===== config.mk =====
export PLATFORM = sky130hd
export DESIGN_NAME = out_cmp_chan
export DESIGN_NICKNAME = d
export VERILOG_FILES = /design/src/rtl/out_cmp_chan.sv
export SDC_FILE = /design/constraint.sdc
export NUM_CORES = 1
export LEC_CHECK = 0
export CAP_MARGIN = 40
export CORE_MARGIN = 5
export CORE_UTILIZATION = 50
export CTS_BUF_LIST = sky130_fd_sc_hd__clkbuf_16
export CTS_CLUSTER_DIAMETER = 60
export DETAILED_ROUTE_END_ITERATION = 8
export DONT_BUFFER_PORTS = 1
export PLACE_DENSITY = 0.74
export SYNTH_ARGS = -nofsm -noshare
export SYNTH_HDL_FRONTEND = slang
export SYNTH_SLANG_ARGS = --single-unit

===== constraint.sdc =====
create_clock -name clk -period 2.4 [get_ports clk]
set_clock_uncertainty 0.1 [all_clocks]
set_input_delay 0.12 -clock clk [delete_from_list [all_inputs] [get_ports clk]]
set_output_delay 0.12 -clock clk [all_outputs]
set_load 0.005 [all_outputs]

===== src/rtl/out_cmp_chan.sv =====
module out_cmp_chan #(
  parameter int CW = 16
) (
  input  logic          clk,
  input  logic          rst_n,
  input  logic [CW-1:0] tmr0_cnt,
  input  logic [CW-1:0] tmr1_cnt,
  input  logic          tmr0_wrap,
  input  logic          tmr1_wrap,
  input  logic          cpu_idle,
  input  logic          flt_in,
  input  logic          wr_en,
  input  logic [1:0]    wr_sel,
  input  logic [CW-1:0] wr_data,
  output logic [7:0]    ctl_rd,
  output logic          pin_out,
  output logic          cmp_evt
);
  localparam logic [2:0] MD_OFF   = 3'd0;
  localparam logic [2:0] MD_SETHI = 3'd1;
  localparam logic [2:0] MD_SETLO = 3'd2;
  localparam logic [2:0] MD_TGL   = 3'd3;
  localparam logic [2:0] MD_ONE   = 3'd4;
  localparam logic [2:0] MD_CONT  = 3'd5;
  localparam logic [2:0] MD_PWM   = 3'd6;
  localparam logic [2:0] MD_PWMF  = 3'd7;

  logic [2:0]    mode;
  logic          tsel, istop, flt_st, done, pin_q, evt_q;
  logic [CW-1:0] pri, sec, duty;

  wire          ctl_wr  = wr_en && (wr_sel == 2'd0);
  wire [CW-1:0] cnt     = tsel ? tmr1_cnt : tmr0_cnt;
  wire          wrap    = tsel ? tmr1_wrap : tmr0_wrap;
  wire          hit_pri = (cnt == pri);
  wire          hit_sec = (cnt == sec);
  wire          hit_dty = (cnt == duty);
  wire          halted  = istop && cpu_idle;
  wire          flt_act = (mode == MD_PWMF) && (flt_in || flt_st);

  assign ctl_rd  = {2'b00, istop, flt_st, tsel, mode};
  assign pin_out = pin_q;
  assign cmp_evt = evt_q;

  always_ff @(posedge clk) begin
    if (!rst_n) begin
      mode <= MD_OFF; tsel <= 1'b0; istop <= 1'b0; flt_st <= 1'b0;
      done <= 1'b0; pin_q <= 1'b0; evt_q <= 1'b0;
      pri <= '0; sec <= '0; duty <= '0;
    end else begin
      evt_q <= 1'b0;
      if (wr_en && wr_sel == 2'd1) pri <= wr_data;
      if (wr_en && wr_sel == 2'd2) sec <= wr_data;
      if (ctl_wr) begin
        mode   <= wr_data[2:0];
        tsel   <= wr_data[3];
        istop  <= wr_data[5];
        flt_st <= 1'b0;
        done   <= 1'b0;
        duty   <= sec;
        pin_q  <= (wr_data[2:0] == MD_SETLO);
      end else if (flt_act) begin
        pin_q  <= 1'b0;
        flt_st <= 1'b1;
      end else if (!halted) begin
        case (mode)
          MD_SETHI: if (hit_pri) begin pin_q <= 1'b1;   evt_q <= 1'b1; end
          MD_SETLO: if (hit_pri) begin pin_q <= 1'b0;   evt_q <= 1'b1; end
          MD_TGL:   if (hit_pri) begin pin_q <= !pin_q; evt_q <= 1'b1; end
          MD_ONE, MD_CONT: begin
            if (!pin_q) begin
              if (hit_pri && !done) pin_q <= 1'b1;
            end else if (hit_sec) begin
              pin_q <= 1'b0;
              evt_q <= 1'b1;
              done  <= (mode == MD_ONE);
            end
          end
          MD_PWM, MD_PWMF: begin
            if (wrap) begin
              duty  <= sec;
              pin_q <= (sec != '0);
              evt_q <= 1'b1;
            end else if (hit_dty) begin
              pin_q <= 1'b0;
            end
          end
          default: pin_q <= 1'b0;
        endcase
      end
    end
  end


  off_low_chk: assert property (@(posedge clk) disable iff (!rst_n)
    (mode == MD_OFF && !ctl_wr) |=> (!pin_q && !evt_q));


  flt_force_chk: assert property (@(posedge clk) disable iff (!rst_n)
    (mode == MD_PWMF && flt_in && !ctl_wr) |=> (!pin_q && !evt_q && flt_st));


  flt_clear_chk: assert property (@(posedge clk) disable iff (!rst_n)
    ctl_wr |=> (!flt_st && !evt_q));


  idle_hold_chk: assert property (@(posedge clk) disable iff (!rst_n)
    (halted && !ctl_wr && !flt_act) |=> ($stable(pin_q) && !evt_q));


  flt_mode_chk: assert property (@(posedge clk) disable iff (!rst_n)
    (mode != MD_PWMF) |=> !flt_st);

endmodule


# Word level (Yosys, flattened, before mapping)
# Index checks and enable logic that the tools add are counted.
# word_totals
out_inout_bits	10
reg_bits	57
in_bits	57
wordCells	78
# op_classes
bitwise	3
mux	24
n_eq_ne	20
reduce_logical	21
# ops
cell	count
2-to-1 mux 16 bit	6
equality test 16 bit	3
2-to-1 mux 1 bit	16
nonzero test 16 bit	1
equality test 3 bit, second input constant	4
!= test 4 bit, second input constant	3
AND reduction 5 bit	2
equality test 3 x 2 -> 1 bit, second input constant	3
logical AND 1 bit	6
OR reduction 2 bit	3
!= test 5 bit, second input constant	1
one-hot mux 1 bit (5 select lines)	1
!= test 2 bit, second input constant	2
AND reduction 4 bit	1
nonzero test 2 bit	2
OR reduction 4 bit	1
equality test 3 x 1 -> 1 bit, second input constant	1
!= test 3 x 2 -> 1 bit, second input constant	1
inverter 1 bit	3
one-hot mux 1 bit (3 select lines)	1
OR reduction 3 bit	1
equality test 2 x 1 -> 1 bit, second input constant	1
equality test 2 bit, second input constant	1
logical NOT 1 bit	2
other kinds (2)	2

# Logic depth before layout (Yosys ltp)
# depth
word_depth	9
ltp_mapped	9
ltp_nobuf	7

# Worst setup path before layout
# OpenSTA, ideal clock, no wires.
# synth_timing
path_kind	reg-to-reg
start	register tsel
end	register pin_q, in the netlist pin_out
period_less_slack_ps	2310
setup_time_ps	79
required_ps	2221
arrival_time_ps	2130
setup_slack_ps	90
stages_incl_launch_ff	10
n_path_buf	2
cell_sequence	dfxtp_1 buf_6 buf_12 mux2i_4 xnor2_1 nor4_1 nand4_1 o21bai_1 or4b_1 a211oi_2
# synth_via
elab_chain_cells	9
elab_cells_between_ends	19
cone_classes	7 x eq/ne; 10 x mux; 2 x reduce/logical
# synth_lines
element	line	text
start, declared	29	logic tsel, istop, flt_st, done, pin_q, evt_q;
start signal, assigned	56	tsel <= wr_data[3];
2-to-1 mux 16 bit	33	wire [CW-1:0] cnt = tsel ? tmr1_cnt : tmr0_cnt;
equality test 16 bit	35	wire hit_pri = (cnt == pri);
logical AND 1 bit	72	if (hit_pri && !done) pin_q <= 1'b1;
2-to-1 mux 1 bit	72	
2-to-1 mux 1 bit	71	if (!pin_q) begin
one-hot mux 1 bit (5 select lines)	66	case (mode)
2-to-1 mux 1 bit	65	end else if (!halted) begin
2-to-1 mux 1 bit	62	end else if (flt_act) begin
2-to-1 mux 1 bit	54	if (ctl_wr) begin
end signal, assigned	61	pin_q <= (wr_data[2:0] == MD_SETLO);
end signal, assigned	82	pin_q <= (sec != '0);
end, declared	29	
# Several ways; a longest one is shown, not always the timed one. The select of a mux whose other input is x is not followed.
# A chain may end at the register's enable or synchronous reset.

# Worst setup path after layout
# Ends and elaborated chain as after synthesis.

==> impl_metrics.env <==
export IMPL_required_ns=2.54
export IMPL_clk_root_buffer_cell="clkbuf_16"
export IMPL_fin_cells=490
export IMPL_numCtsBuffers=9
export IMPL_die_w_um=87.5
export IMPL_synth_seq_area_share=0.380
export IMPL_grt_start_max_net_pins=54
export IMPL_relSlewSlack=0.540
export IMPL_grt_pass1_wl_um=13200
export IMPL_cp_max_fo=9
export IMPL_core_um2=5890
export IMPL_cp_data_arrival_time_ns=2.61
export IMPL_wl_met3_um=756
export IMPL_period_share=1.03
export IMPL_hold_class="input port to flip-flop"
export IMPL_rsz0062_at_grt="true"
export IMPL_gp_congestion=0.913
export IMPL_drv_slew=0
export IMPL_startpoint="tsel"
export IMPL_hold_slack_ns=0.0310
export IMPL_status="finished with violations"
export IMPL_power_leakage_nw=1.27
export IMPL_area_delta_synth_final_pct=30.2
export IMPL_violations="setup timing"
export IMPL_nNetsFinal=467
export IMPL_syn_area_um2=3000
export IMPL_hpwl_um=5700
export IMPL_routed_top_layer="met4"
export IMPL_fmax_mhz=405
export IMPL_grt_ovfl_total=0
export IMPL_criticalPathCategory="flip-flop to flip-flop"
export IMPL_synth_top_family_by_area="simple AND/OR/NAND/NOR gates"
export IMPL_worst_ir_drop_vdd_uv=524
export IMPL_critPathLaunchType="flip-flop"
export IMPL_synthMuxAreaShare=0.0837
export IMPL_die_h_um=87.5
export IMPL_syn_inst=373
export IMPL_start_util=0.510
export IMPL_cts_max_level=3
export IMPL_first_global_vias=2674
export IMPL_grt_antenna_before_repair=0
export IMPL_num_antenna_cells=0
export IMPL_io_buffers=0
export IMPL_powerDensity_nw_per_um2=713
export IMPL_wl_met1_um=3550
export IMPL_min_from="wr_sel[0]"
export IMPL_drc=0
export IMPL_routedWlPerCell_um=17.2
export IMPL_drt_pass1_iterations=6
export IMPL_drt_iter0_markers=206
export IMPL_yosys_area_share_simple=0.237
export IMPL_grt_util_all_layers=0.226
export IMPL_routed_via_density=5.61
export IMPL_clock_latency_ns=0.32
export IMPL_routed_wl_met2_um=3900
export IMPL_io_pins=67
export IMPL_worstSetupEndpointType="flip-flop"
export IMPL_rows=28
export IMPL_synth_seq_cells=57
export IMPL_post_synth_cell_area_avg_um2=8.05
export IMPL_finalWirelength_um=8450
export IMPL_synthAdderAreaFrac=0
export IMPL_hold_viol_final=0
export IMPL_cts_buffer_depth=2
export IMPL_vias=2749
export IMPL_drive_gt1_frac=0.178
export IMPL_synth_xor_area_share=0.140
export IMPL_synth_compound_area_frac=0.114
export IMPL_cts_num_sinks=57
export IMPL_yosys_warnings=0
export IMPL_cts_tree="built"
export IMPL_place_ws_ns=-0.136
export IMPL_setup_violations=1
export IMPL_fin_crit_ns=2.47
export IMPL_drv_cap=0
export IMPL_dpl_cell_count=450
export IMPL_ant_nets=0
export IMPL_timing_rr_start="tsel"
export IMPL_synth_distinct_cells=33
export IMPL_tightest_slew_ns=0.688
export IMPL_die_area_um2=7660
export IMPL_fin_ws_ns=-0.0702
export IMPL_clkTransAtPathRegs_ns=0.05
-- logic make-up after synthesis --
kind of cell    count (synthesis)
mux                            17
xor+xnor                       48
buf+inv                        24
simple gates                  161
compound gates                 65
other cells                     1
flops                          57
-- state kept, by name (all words and copies together), names as in the netlist, 3 cells and up --
signal  cells
duty       16
mode        3
pri        16
sec        16
-- critical path: stages (launching register included) --
cell	delay (ns)
dfxtp_4	0.39
buf_12	0.17
mux2i_1	0.24
buf_4	0.17
xnor2_2	0.06
nor4_1	0.26
nand4_1	0.18
o21bai_1	0.16
or4b_4	0.48
a211oi_2	0.18
-- power by group --
group	total, W	internal, W	switching [W]
logic	0.000322	0.000168	0.000154
clock network	0.00146	0.00101	0.000449
registers	0.00100	0.000970	0.0000326
-- stage by stage --
step	utilization	TNS (ns)	cell area [um^2]	power, W
after CTS	0.655	-0.0172	3850	0.00278
after global placement	0.537	-0.141	3160	0.00127
after floorplan	-	0	3010	0.00120
after detailed placement	0.540	-0.162	3180	0.00128
after global routing	0.664	-0.244	3910	0.00287
final	0.664	-0.0702	3910	0.00279
-- area by class of cell --
class | instances | area (um^2)
fill | 461 | 1980
sequential | 57 | 1140
multi-input combinational | 293 | 1860
clock inverter | 7 | 119
inverter | 1 | 3.75
clock buffer | 9 | 225
tap | 75 | 93.8
timing repair buffer | 48 | 465
-- final timing paths --
| path | endpoint | slack (ns) | depth (start not counted) |
|---|---|---|---|
| setup / recovery | pin_out | -0.07 | 9 |
| hold / removal | pri[0] | 0.03 | 4 |
| setup reg to reg | pin_out | -0.07 | 9 |
| hold reg to reg | duty[0] | 0.37 | 2 |
-- cells in the mapped netlist (all sizes together) --
cell type | n | share of area
nand2 | 111 | 0.14
a21oi | 60 | 0.10
dfxtp | 57 | 0.38
xnor2 | 48 | 0.14
clkbuf | 16 | 0.020
mux2i | 16 | 0.080
nor4 | 15 | 0.031
nor3 | 9 | 0.015
buf | 7 | 0.023
nor2 | 7 | 0.0087
nand4 | 4 | 0.0083
nand3 | 3 | 0.0050
and3 | 2 | 0.0042
nand2b | 2 | 0.0042
nand3b | 2 | 0.0050
a211oi | 1 | 0.0042
a31oi | 1 | 0.0021
and3b | 1 | 0.0029
conb | 1 | 0.0012
inv | 1 | 0.0012
mux2 | 1 | 0.0037
nor3b | 1 | 0.0025
nor4b | 1 | 0.0029
o2111a | 1 | 0.0037
o21ai | 1 | 0.0017
o21bai | 1 | 0.0025
or2 | 1 | 0.0021
or3b | 1 | 0.0029
or4b | 1 | 0.0033
-- cells in the final DEF (no fill, tap or decap), types with 3 or more instances in the layout --
| cell | count |
|---|---|
| mux2i_2 | 3 |
| nand3_1 | 3 |
| xnor2_1 | 46 |
| dfxtp_1 | 56 |
| dlygate4sd3_1 | 19 |
| nor4_2 | 4 |
| buf_4 | 25 |
| bufinv_16 | 3 |
| nand4_1 | 4 |
| buf_12 | 3 |
| clkbuf_16 | 9 |
| a21oi_1 | 60 |
| nor4_1 | 11 |
| nor3_1 | 8 |
| nand2_1 | 111 |
| nor2_1 | 7 |
| mux2i_4 | 11 |
-- metal layers --
layer / vias to the layer above / GRT usage
met5: - / 0
met4: 0 / 0.103
met3: 22 / 0.0558
met2: 126 / 0.356
met1: 1269 / 0.291
li1: 1332 / -
-- what timing repair did --
item / CTS / global route
pin swaps: 3 / 2
gates resized for setup: 14 / 7
cloned: 1 / 0
setup buffers: 3 / 1
endpoints found under the hold margin: 41 / 0
setup endpoints to repair: 2 / 3
hold buffers: 19 / 0
Power figures use the tool's default switching activity.
